[config.mk]
export PLATFORM = sky130hd
export DESIGN_NAME = dbg_trig_csr_bank
export DESIGN_NICKNAME = d
export VERILOG_FILES = /design/src/rtl/dbg_trig_pkg.sv /design/src/rtl/dbg_trig_legalize.sv /design/src/rtl/dbg_trig_slot.sv /design/src/rtl/dbg_trig_csr_bank.sv
export SDC_FILE = /design/constraint.sdc
export NUM_CORES = 1
export LEC_CHECK = 0
export ABC_AREA = 1
export BUFFER_PORTS_ARGS = -buffer_cell sky130_fd_sc_hd__buf_2
export CAP_MARGIN = 0
export CORE_UTILIZATION = 40
export CTS_BUF_LIST = sky130_fd_sc_hd__clkbuf_8
export DETAILED_ROUTE_END_ITERATION = 8
export GPL_TIMING_DRIVEN = 0
export PLACE_DENSITY_LB_ADDON = 0.15
export SYNTH_ARGS = -nofsm -noshare
export SYNTH_HDL_FRONTEND = slang
export SYNTH_SLANG_ARGS = --single-unit
[constraint.sdc]
create_clock -name clk_i -period 3.59 [get_ports clk_i]
set_input_delay 0.359 -clock clk_i [delete_from_list [all_inputs] [get_ports clk_i]]
set_output_delay 0.359 -clock clk_i [all_outputs]
set_load 0.05 [all_outputs]
[src/rtl/dbg_trig_pkg.sv]
package dbg_trig_pkg;

  typedef enum logic [1:0] {
    CSR_TSEL  = 2'd0,
    CSR_CTRL  = 2'd1,
    CSR_CMP   = 2'd2,
    CSR_DATA3 = 2'd3
  } csr_sel_e;

  localparam logic [3:0] KIND_ADDR_MATCH = 4'd2;

  localparam int unsigned BIT_LOAD   = 0;
  localparam int unsigned BIT_STORE  = 1;
  localparam int unsigned BIT_EXEC   = 2;
  localparam int unsigned BIT_PRIV_U = 3;
  localparam int unsigned BIT_PRIV_S = 4;
  localparam int unsigned BIT_PRIV_M = 6;
  localparam int unsigned SIZELO_LSB = 16;
  localparam int unsigned SIZEHI_LSB = 21;

  // 4: six bytes, 6..15: reserved
  function automatic logic size_code_ok(input logic [3:0] code);
    case (code)
      4'd0, 4'd1, 4'd2, 4'd3, 4'd5: size_code_ok = 1'b1;
      default:                      size_code_ok = 1'b0;
    endcase
  endfunction

endpackage

[src/rtl/dbg_trig_legalize.sv]
module dbg_trig_legalize
  import dbg_trig_pkg::*;
#(
  parameter int unsigned XLEN = 32
) (
  input  logic [XLEN-1:0] wdata_i,
  output logic [XLEN-1:0] ctrl_o
);

  localparam bit HAS_SIZEHI = (XLEN == 64);

  logic [1:0] sizelo;
  logic [1:0] sizehi;
  logic [3:0] code;
  logic       size_keep;

  assign sizelo = wdata_i[SIZELO_LSB +: 2];

  generate
    if (HAS_SIZEHI) begin : g_hi
      assign sizehi = wdata_i[SIZEHI_LSB +: 2];
    end else begin : g_no_hi
      assign sizehi = 2'b00;
    end
  endgenerate

  assign code      = {sizehi, sizelo};
  assign size_keep = size_code_ok(code);

  always_comb begin
    ctrl_o = '0;
    ctrl_o[XLEN-1 -: 4]  = KIND_ADDR_MATCH;
    ctrl_o[BIT_LOAD]     = wdata_i[BIT_LOAD];
    ctrl_o[BIT_STORE]    = wdata_i[BIT_STORE];
    ctrl_o[BIT_EXEC]     = wdata_i[BIT_EXEC];
    ctrl_o[BIT_PRIV_U]   = wdata_i[BIT_PRIV_U];
    ctrl_o[BIT_PRIV_S]   = wdata_i[BIT_PRIV_S];
    ctrl_o[BIT_PRIV_M]   = wdata_i[BIT_PRIV_M];
    if (size_keep) begin
      ctrl_o[SIZELO_LSB +: 2] = sizelo;
      if (HAS_SIZEHI) ctrl_o[SIZEHI_LSB +: 2] = sizehi;
    end
  end

endmodule

[src/rtl/dbg_trig_slot.sv]
module dbg_trig_slot
  import dbg_trig_pkg::*;
#(
  parameter int unsigned XLEN = 32
) (
  input  logic            clk_i,
  input  logic            rst_ni,
  input  logic            ctrl_we_i,
  input  logic            cmp_we_i,
  input  logic [XLEN-1:0] ctrl_wdata_i,
  input  logic [XLEN-1:0] cmp_wdata_i,
  output logic [XLEN-1:0] ctrl_o,
  output logic [XLEN-1:0] cmp_o
);

  localparam logic [XLEN-1:0] CTRL_RST = {KIND_ADDR_MATCH, {(XLEN-4){1'b0}}};

  logic [XLEN-1:0] ctrl_q;
  logic [XLEN-1:0] cmp_q;

  always_ff @(posedge clk_i or negedge rst_ni) begin
    if (!rst_ni) begin
      ctrl_q <= CTRL_RST;
    end else if (ctrl_we_i) begin
      ctrl_q <= ctrl_wdata_i;
    end
  end

  always_ff @(posedge clk_i or negedge rst_ni) begin
    if (!rst_ni) begin
      cmp_q <= '0;
    end else if (cmp_we_i) begin
      cmp_q <= cmp_wdata_i;
    end
  end

  assign ctrl_o = ctrl_q;
  assign cmp_o  = cmp_q;

endmodule

[src/rtl/dbg_trig_csr_bank.sv]
module dbg_trig_csr_bank
  import dbg_trig_pkg::*;
#(
  parameter int unsigned XLEN     = 32,
  parameter int unsigned NUM_TRIG = 2
) (
  input  logic                     clk_i,
  input  logic                     rst_ni,
  input  logic [1:0]               csr_sel_i,
  input  logic                     csr_we_i,
  input  logic [XLEN-1:0]          csr_wdata_i,
  output logic [XLEN-1:0]          csr_rdata_o,
  output logic                     csr_avail_o,
  output logic [NUM_TRIG*XLEN-1:0] trig_ctrl_o,
  output logic [NUM_TRIG*XLEN-1:0] trig_cmp_o
);

  localparam int unsigned IDX_W = (NUM_TRIG > 1) ? $clog2(NUM_TRIG) : 1;

  csr_sel_e        sel;
  logic [XLEN-1:0] tsel_q;
  logic            in_range;
  logic [IDX_W-1:0] idx;
  logic [XLEN-1:0] legal_ctrl;
  logic            wr_ok;
  logic [XLEN-1:0] ctrl_arr [NUM_TRIG];
  logic [XLEN-1:0] cmp_arr  [NUM_TRIG];
  logic [XLEN-1:0] ctrl_sel;
  logic [XLEN-1:0] cmp_sel;

  assign sel      = csr_sel_e'(csr_sel_i);
  assign in_range = (tsel_q < XLEN'(NUM_TRIG));
  assign idx      = tsel_q[IDX_W-1:0];

  always_ff @(posedge clk_i or negedge rst_ni) begin
    if (!rst_ni) begin
      tsel_q <= '0;
    end else if (csr_we_i && sel == CSR_TSEL) begin
      tsel_q <= csr_wdata_i;
    end
  end

  always_comb begin
    case (sel)
      CSR_TSEL:          csr_avail_o = 1'b1;
      CSR_CTRL, CSR_CMP: csr_avail_o = in_range;
      default:           csr_avail_o = 1'b0;
    endcase
  end

  assign wr_ok = csr_we_i && csr_avail_o;

  dbg_trig_legalize #(.XLEN(XLEN)) u_legal (
    .wdata_i (csr_wdata_i),
    .ctrl_o  (legal_ctrl)
  );

  for (genvar i = 0; i < NUM_TRIG; i++) begin : g_slot
    logic hit;
    assign hit = (idx == IDX_W'(i));

    dbg_trig_slot #(.XLEN(XLEN)) u_slot (
      .clk_i        (clk_i),
      .rst_ni       (rst_ni),
      .ctrl_we_i    (wr_ok && hit && sel == CSR_CTRL),
      .cmp_we_i     (wr_ok && hit && sel == CSR_CMP),
      .ctrl_wdata_i (legal_ctrl),
      .cmp_wdata_i  (csr_wdata_i),
      .ctrl_o       (ctrl_arr[i]),
      .cmp_o        (cmp_arr[i])
    );

    assign trig_ctrl_o[i*XLEN +: XLEN] = ctrl_arr[i];
    assign trig_cmp_o[i*XLEN +: XLEN]  = cmp_arr[i];
  end

  always_comb begin
    ctrl_sel = '0;
    cmp_sel  = '0;
    for (int k = 0; k < NUM_TRIG; k++) begin
      if (idx == IDX_W'(k)) begin
        ctrl_sel = ctrl_arr[k];
        cmp_sel  = cmp_arr[k];
      end
    end
  end

  always_comb begin
    csr_rdata_o = '0;
    if (csr_avail_o) begin
      case (sel)
        CSR_TSEL: csr_rdata_o = tsel_q;
        CSR_CTRL: csr_rdata_o = ctrl_sel;
        CSR_CMP:  csr_rdata_o = cmp_sel;
        default:  csr_rdata_o = '0;
      endcase
    end
  end

endmodule

Word level (Yosys, flattened, before mapping)

Cells that the tools add are included.

Bits in registers: 112
Input bits: 37
Output and inout port bits: 161
Logic and storage cells: 31

Magnitude comparators: 1
Equal/unequal tests: 5
Multiplexer cells: 7
Bitwise gates (word level): 1
Reduce and logical (&&, ||, !) cells: 12

Operators with widths:

| kind                                                                          | number |
|---|---|
| 32-bit case mux with 3 select lines                                           | 1 |
| 32-bit two-way mux                                                            | 2 |
| 32-bit by 2-bit less-than comparator with 1-bit output, second input constant | 1 |
| 18-bit two-way mux                                                            | 1 |
| 1-bit logical AND                                                             | 8 |
| 2-bit == test, second input constant                                          | 3 |
| 2-bit by 1-bit == test with 1-bit output, second input constant               | 2 |
| 4-bit logical NOT                                                             | 1 |
| 4-bit OR reduction                                                            | 1 |
| 2-bit logical NOT                                                             | 1 |
| 2-bit two-way mux                                                             | 1 |
| 1-bit case mux with 2 select lines                                            | 1 |
| 2-bit OR reduction                                                            | 1 |
| 1-bit two-way mux                                                             | 1 |
| 1-bit inverter                                                                | 1 |

Longest topological paths before layout

Gate-level depths: netlist of run 1.

Depth in word-level cells: 6
Depth in mapped cells: 13
Gate-level depth less buffers: 12

Modules after synthesis

From an unflattened synthesis of run 1, not the netlist that was laid out.

Cells, all modules: 1002
Area, all modules: 8017.7 um^2

By module, submodules not included:

| module            | times used | cells an instance | area an instance (um^2) | sequential area each (um^2) |
|---|---|---|---|---|
| dbg_trig_slot     | 2          | 272               | 2560.0                  | 1602.8 |
| dbg_trig_csr_bank | 1          | 424               | 2657.5                  | 800.8 |
| dbg_trig_legalize | 1          | 34                | 240.2                   | 0.0 |

Least setup slack after synthesis of run 1

Ideal clock, no wire load.

Path kind: in2out
From: input port csr_sel_i[0]
To: output port csr_rdata_o[0]
Arrival time: 2.241 ns
Required time: 3.231 ns
Slack: 0.990 ns
Stages: 10
Path buffers: 0
Path through: inv_1 > ha_1 > nand2_1 > nor2_1 > nand2_1 > nor2_1 > nand2_1 > nand2_2 > nand2_1 > nor3_1

Word-level cells in the longest chain between the ends: 4
Elaborated cells between the ends (all ways): 7
Classes of those cells: 2 x eq/ne; 3 x mux; 2 x reduce/logical

RTL lines:

| what                                                                             | line                                             | source |
|---|---|---|
| start: declaration                                                               | dbg_trig_csr_bank.sv:9                           | `input logic [1:0] csr_sel_i,` |
| 2-bit by 1-bit == test with 1-bit output / 2-bit == test (equally long branches) | dbg_trig_csr_bank.sv:44, dbg_trig_csr_bank.sv:91 |  |
| 2-bit OR reduction                                                               | dbg_trig_csr_bank.sv:44                          | `case (sel)` |
| 1-bit case mux with 2 select lines                                               | dbg_trig_csr_bank.sv:44                          |  |
| 32-bit two-way mux (*)                                                           | dbg_trig_csr_bank.sv:90                          | `if (csr_avail_o) begin` |
| end: declaration                                                                 | dbg_trig_csr_bank.sv:12                          | `output logic [XLEN-1:0] csr_rdata_o,` |

Mark *: on every way between the ends. The rest lies on a longest branch, timed or not.

Worst setup path after layout of run 1

From: register tsel_q[30]
To: output port csr_rdata_o[17]

Word-level cells in the longest chain between the ends: 3

RTL lines:

| what                                                   | line                    | source |
|---|---|---|
| start: declaration                                     | dbg_trig_csr_bank.sv:21 | `logic [XLEN-1:0] tsel_q;` |
| start signal: assignment                               | dbg_trig_csr_bank.sv:39 | `tsel_q <= csr_wdata_i;` |
| 32-bit by 2-bit less-than comparator with 1-bit output | dbg_trig_csr_bank.sv:32 | `assign in_range = (tsel_q < XLEN'(NUM_TRIG));` |
| 1-bit case mux with 2 select lines                     | dbg_trig_csr_bank.sv:44 |  |
| 32-bit two-way mux                                     | dbg_trig_csr_bank.sv:90 |  |

Every way passes these cells.

==> results.toml, run 1 <==
[outcome]
outcome = "complete, no violations"

[finish]
syn_to_final_growth_pct = 21.7
drive_gt1_share_pct = 23.4
fin_nets = 1078
diodes = 0

[placed_design]
portBuffers = 149
dp_hpwl_um = 14600
place_congestion = 0.829

[timing]
setup_tns_ns = 0
finalHoldViolCount = 0
finalMaxSlewViolations = 0
rsz0062_at_grt = "false"
min_period_ns = 2.89
min_period_over_period_pct = 80.4
fmax_mhz = 347
slew_headroom_pct = 57.2
holdWs_ns = 0.238
worst_pin_slew_ns = 0.642
setup_violations = 0
fin_skew_ns = 0.0120

[logic_synthesis]
synth-edff-count = 0
syn-cell-area_um2 = 6440
ys.flop_type = "dfrtp_1"
synth_most_common_cell = "nand2_1"
synth_cell_types = 26
synthArstFlopShare_pct = 100
synth.top_cell.area_share_pct = 43.5
ys_ff_latch = 112
syn_inst = 829
synth_common_cells = "126 x nand2_1, 112 x dfrtp_1, 109 x inv_1"
yosysSeqAreaShare_pct = 43.5
yosysTopAreaCell = "dfrtp_1"
synth.avg_cell_area_um2 = 7.77
ys_top_cells_by_area = "dfrtp_1 43%, o21bai_1 9.3%, nand2_1 7.3%, inv_1 6.3%, nand3_1 6.2%"
yosysWarnings = 0

[cts]
cts_tree = "built"
ctsResizeCount = 0
clock-root-buffer = "clkbuf_8"
cts.path.max_buffers = 2
cts_sinks = 112
clk_pin_slew_worst_paths_ns = 0.11
h-tree-depth = 3
clk-insertion-delay-late_ns = 0.39
cts_made_buffers = 9

[worst_setup_path]
crit_slowest_cell = "dfrtp_1"
cpMostUsedCell = "nand2_1"
rr_startpoint = "tsel_q[30]$_DFFE_PN0P_"
critical_path_arrival_ns = 2.53
cp-start-kind = "register"
rrSetupSlack_ns = 1.68
cp_num_buf_inv = 3
crit_chain = "inv_1, nand2_1, nor2_1, nand2_1, nor2_1, nand2_1, nand2_2, nand2_1, clkbuf_1, nor2_1, buf_2"
crit_required_ns = 3.23
worstRegToRegCells = 11
reg2reg_to = "g_slot[1].u_slot.cmp_o[30]$_DFFE_PN0P_"
path_class = "reg2out"
crit_fanout = 10
cpLargestDelayFamily = "simple AND/OR/NAND/NOR gates"
crit_path_end_kind = "output port"
critPathMaxStageDelay_ns = 0.40

[global_routing]
antenna_found_initial = 0
track_usage_pct = 25.2
grt-ovfl-total = 0
grt_pass1_wl_um = 31300
grt_pass1_vias = 5669
grt_max_degree = 93

[power_and_ir_drop]
vdd_drop_max_uv = 272
switching_share_pct = 49.4
p_clk_share_pct = 15.1
powerDensity_nw_per_um2 = 601
share_comb_of_total_power_pct = 47.5
internal_power_mw = 2.39
sequentialPowerShare_pct = 37.4
leakagePower_nw = 4.09
power.net_switching_mw = 2.33
p_total_mw = 4.72

[floorplanning]
die_w_um = 129
die_h_um = 129
core_area_um2 = 15800
num_io_pins = 198
row_count = 46
initial_utilization_pct = 40.7
die_area_um2 = 16600

[drt]
drt_iter0_drc = 366
drc = 0
vias_per_cell = 4.79
routed_wl_um = 20300
vias = 6032
routedWlPerCell_um = 16.1
ant_nets = 0
firstDrtPassIters = 5

[run]
maxCapViolCount = 0

[worst_hold_path]
hold_end = "g_slot[0].u_slot.cmp_o[18]$_DFFE_PN0P_"
hp-class = "in2reg"
holdCritStartpoint = "csr_wdata_i[18]"
whs_path_depth = 3
per-stage QoR:
step	utilization [%]	setup WS, ns	area [µm²]	cells
detailed placement	48.4	0.756	7670	1241
CTS	49.5	0.660	7840	1258
floorplan	-	0.990	6620	875
global route	49.5	0.437	7840	1258
global placement	48.2	0.629	7630	1240
finish	49.5	0.705	7840	1258
power by group through the flow:
stage               logic [mW]  registers (mW)  clock network [mW]
finish                    2.24            1.76               0.712
CTS                       2.25            1.76               0.725
floorplan                0.848            2.62                   0
detailed placement        2.24            1.79                   0
global route              2.41            1.80               0.769
global placement          2.23            1.78                   0
what timing repair did:
action | CTS | global route
hold buffers | 1 | 0
buffers inserted | 0 | 0
hold endpoints to repair | 20 | 0
registers in the layout (all words and copies together) (netlist names):
name                  flops
g_slot.u_slot.ctrl_o     16
tsel_q                   32
g_slot.u_slot.cmp_o      64
worst register-to-register path, cell delays in order (launching register included):
cell	delay, ns
dfrtp_1	0.40
inv_1	0.11
nand2_1	0.06
nor2_1	0.10
nand2_1	0.06
nor2_1	0.15
nand2_1	0.09
nand2_2	0.10
nand4_1	0.21
buf_2	0.30
o21bai_1	0.16
nand2_1	0.07
layer usage:
metal | vias to the layer above | routed length, µm | part of all wire, % | track usage [%]
li1 | 2976 | - | - | -
met1 | 2799 | 9110 | 45 | 34.6
met2 | 240 | 9590 | 47 | 41.2
met3 | 17 | 1300 | 6.4 | 3.83
met4 | 0 | 293 | 1.4 | 7.13
met5 | - | 0 | 0 | 0
layout make-up:
type	instances	area (µm²)
inverter	119	447
buffer	107	656
tap	216	270
timing repair buffer	151	790
multi-input combinational	537	2710
sequential	112	2800
clock buffer	10	138
fill	1666	7990
clock inverter	6	27.5
how the worst max path moves through the flow:
stage / cells after the start / slack [ns] / to / from
finish: 11 / 0.70 / csr_rdata_o[17] / tsel_q[30]$_DFFE_PN0P_
global route: 11 / 0.44 / csr_rdata_o[17] / tsel_q[30]$_DFFE_PN0P_
CTS: 11 / 0.66 / csr_rdata_o[17] / tsel_q[13]$_DFFE_PN0P_
detailed placement: 13 / 0.76 / csr_rdata_o[17] / csr_sel_i[0]
global placement: 1 / 0.63 / g_slot[1].u_slot.cmp_o[24]$_DFFE_PN0P_ / rst_ni
floorplan: 10 / 0.99 / csr_rdata_o[0] / csr_sel_i[0]
kinds of logic (layout without fill, tap and decap cells):
| logic type | count (synthesis) | count (layout) | share of synthesized area (%) |
|---|---|---|---|
| and+or+nand+nor | 285 | 285 | 18.6 |
| buffers and inverters | 226 | 393 | 17.1 |
| AOI/OAI and AO/OA | 200 | 200 | 19.9 |
| DFF | 112 | 112 | 43.5 |
| adders and majority gates | 4 | 4 | 0.777 |
| other | 2 | 48 | 0.117 |
placed cells by master (no fill, tap or decap):
| cell | netlist | routed |
|---|---|---|
| nand4_1 | 2 | 2 |
| buf_6 | 8 | 9 |
| clkinv_1 | 1 | 1 |
| inv_1 | 109 | 111 |
| buf_2 | 11 | 159 |
| nor3_1 | 1 | 1 |
| clkbuf_8 | 0 | 10 |
| a211oi_1 | 7 | 7 |
| a21oi_1 | 50 | 50 |
| dfrtp_1 | 112 | 112 |
| conb_1 | 2 | 48 |
| a22oi_1 | 23 | 23 |
| nand2_1 | 126 | 126 |
| o211ai_1 | 1 | 1 |
| o21ai_0 | 38 | 38 |
| nor2_1 | 72 | 72 |
| a221oi_1 | 1 | 1 |
| clkbuf_1 | 33 | 33 |
| buf_16 | 0 | 1 |
| o21bai_1 | 80 | 80 |
| nand2_2 | 1 | 1 |
| nor2_4 | 2 | 2 |
| buf_1 | 7 | 7 |
| clkinv_2 | 0 | 4 |
| dlygate4sd3_1 | 0 | 1 |
| buf_4 | 48 | 48 |
| ha_1 | 4 | 4 |
| inv_2 | 9 | 9 |
| nand3_2 | 1 | 1 |
| nand3_1 | 80 | 80 |
No activity file was read; power rests on OpenSTA's default activity.
==> inputs of run 2 (changes only) <==
==> constraint.sdc (replaced) <==
create_clock -name clk_i -period 2.48 [get_ports clk_i]
set_input_delay 0.248 -clock clk_i [delete_from_list [all_inputs] [get_ports clk_i]]
set_output_delay 0.248 -clock clk_i [all_outputs]
set_load 0.05 [all_outputs]
==> run 2 against run 1 <==
Against the previous run: sequential power increased by 45%; highest routed layer unchanged; sequential share of layout area decreased by 1.3 points; clock-buffer cell count unchanged; setup slack got worse by 0.60 ns; largest power group unchanged; hold slack got worse by 0.11 ns; power increased by 46%; via count increased by 0.70%; register-to-register slack got worse by 1.1 ns.
==> results.toml, run 2 (synthesis results as in run 1) <==
[outcome]
outcome = "complete, no violations"

[global_routing]
grt_max_degree = 93
grt_pass1_wl_um = 31300
antenna_found_initial = 0
grt-ovfl-total = 0
track_usage_pct = 25.2
grt_pass1_vias = 5663

[cts]
cts_sinks = 112
h-tree-depth = 3
clk_pin_slew_worst_paths_ns = 0.11
cts.path.max_buffers = 2
clock-root-buffer = "clkbuf_8"
cts_setup_buffers = 0
cts_made_buffers = 9
clk-insertion-delay-late_ns = 0.39
cts_tree = "built"

[worst_setup_path]
crit_required_ns = 2.23
crit_path_end_kind = "output port"
critical_path_arrival_ns = 2.13
crit_fanout = 10
worstRegToRegCells = 11
rr_startpoint = "tsel_q[4]$_DFFE_PN0P_"
rrSetupSlack_ns = 0.55
cp-start-kind = "register"
path_class = "reg2out"
reg2reg_to = "g_slot[1].u_slot.ctrl_o[3]$_DFFE_PN0P_"

[placed_design]
place_inst = 1241
portBuffers = 149
placed_area_um2 = 7670
dp_hpwl_um = 14600
place_congestion = 0.829
dp_slack_ns = -0.132

[drt]
wl_met3_um = 1170
topRoutingLayerUsed = "met4"
vias_per_cell = 4.83
vias = 6074
ant_nets = 0
wl_met2_um = 9660
drc = 0
met1_length_um = 9290
routed_wl_um = 20400
routedWlPerCell_um = 16.2
firstDrtPassIters = 4
drt_iter0_drc = 404

[timing]
rsz0062_at_grt = "true"
min_period_over_period_pct = 96.0
worst_pin_slew_ns = 0.677
slew_headroom_pct = 54.9
finalHoldViolCount = 0
setup_violations = 0
setup_ws_ns = 0.0999
min_period_ns = 2.38
holdWs_ns = 0.128
setup_tns_ns = 0
fmax_mhz = 420
finalMaxSlewViolations = 0
fin_skew_ns = 0.0141

[floorplanning]
core_area_um2 = 15800
die_w_um = 129
initial_utilization_pct = 40.7
num_io_pins = 198
die_h_um = 129
die_area_um2 = 16600
row_count = 46

[finish]
diodes = 0
drive_gt1_share_pct = 26.5
finalInstanceArea_um2 = 8130
fin_nets = 1078
final_common_cell = "buf_2"
fillerInstances = 1634
syn_to_final_growth_pct = 26.1
final_cell_mix = "127 x buf_2, 125 x nand2_1, 112 x dfrtp_1"
final_cell_count_no_fill = 1258
largest_register_ffs = 64

[worst_hold_path]
whs_path_depth = 3
holdCritStartpoint = "csr_wdata_i[28]"
hp-class = "in2reg"
hold_end = "g_slot[1].u_slot.cmp_o[28]$_DFFE_PN0P_"

[power_and_ir_drop]
switching_share_pct = 49.3
share_comb_of_total_power_pct = 48.0
leakagePower_nw = 4.15
p_clk_share_pct = 15.0
power.net_switching_mw = 3.40
internal_power_mw = 3.49
sequentialPowerShare_pct = 37.0
powerDensity_nw_per_um2 = 848
vdd_drop_max_uv = 396

[run]
maxCapViolCount = 0
-- run 2: cell type report --
cell class	instances	area (µm²)	share of cell area, %
clock inverters	6	27.5	0.339
inverters	119	447	5.50
plain buffers	107	693	8.53
flip-flops and latches	112	2800	34.5
multi-input cells	537	2790	34.3
well taps	216	270	3.33
repair buffers	151	962	11.8
clock buffers	10	138	1.69
-- run 2: repair_timing --
item | 4_1_cts | 5_1_grt
endpoints found under the setup margin | 33 | 33
resized for setup | 35 | 82
hold endpoints to repair | 20 | 0
pin swaps | 0 | 1
hold buffers | 1 | 0
-- run 2: how the worst max path moves through the flow --
| stage | cells past startpoint | from | end | slack (ns) |
|---|---|---|---|---|
| 2_1_floorplan | 10 | csr_sel_i[0] | csr_rdata_o[0] | 0.10 |
| 3_3_place_gp | 1 | rst_ni | g_slot[1].u_slot.cmp_o[24]$_DFFE_PN0P_ | -0.37 |
| 3_5_place_dp | 13 | csr_sel_i[0] | csr_rdata_o[17] | -0.13 |
| 4_1_cts | 11 | tsel_q[13]$_DFFE_PN0P_ | csr_rdata_o[4] | 0.003 |
| 5_1_grt | 11 | tsel_q[17]$_DFFE_PN0P_ | csr_rdata_o[10] | -0.04 |
| 6_report | 11 | tsel_q[4]$_DFFE_PN0P_ | csr_rdata_o[18] | 0.1 |
-- run 2: per-stage QoR --
| stage | utilization, % | power, mW |
|---|---|---|
| global route | 51.4 | 7.27 |
| global placement | 48.2 | 5.80 |
| detailed placement | 48.4 | 5.83 |
| floorplan | - | 5.01 |
| finish | 51.4 | 6.89 |
| CTS | 50.1 | 6.88 |
-- run 2: routing by layer --
metal / global-route usage (%) / up-vias
met5: 0 / -
met3: 3.83 / 22
met1: 34.7 / 2861
met4: 7.34 / 0
met2: 41.0 / 215
li1: - / 2976
-- run 2: worst max-delay path: stages, from the launching register on --
cell and delay [ns]:
dfrtp_1 0.40, inv_1 0.08, nand2_1 0.05, nor2_1 0.13
nand2_1 0.08, nor2_2 0.16, nand2_1 0.09, nand2_2 0.12
nand2_4 0.11, buf_4 0.21, nor2_1 0.16, buf_6 0.18
-- run 2: power by group through the flow --
stage	clock [mW]	combinational [mW]	sequential, mW
after CTS	1.05	3.28	2.55
final	1.03	3.31	2.55
after global placement	0	3.22	2.58
after global routing	1.11	3.55	2.60
after detailed placement	0	3.25	2.59
after floorplan	0	1.23	3.79
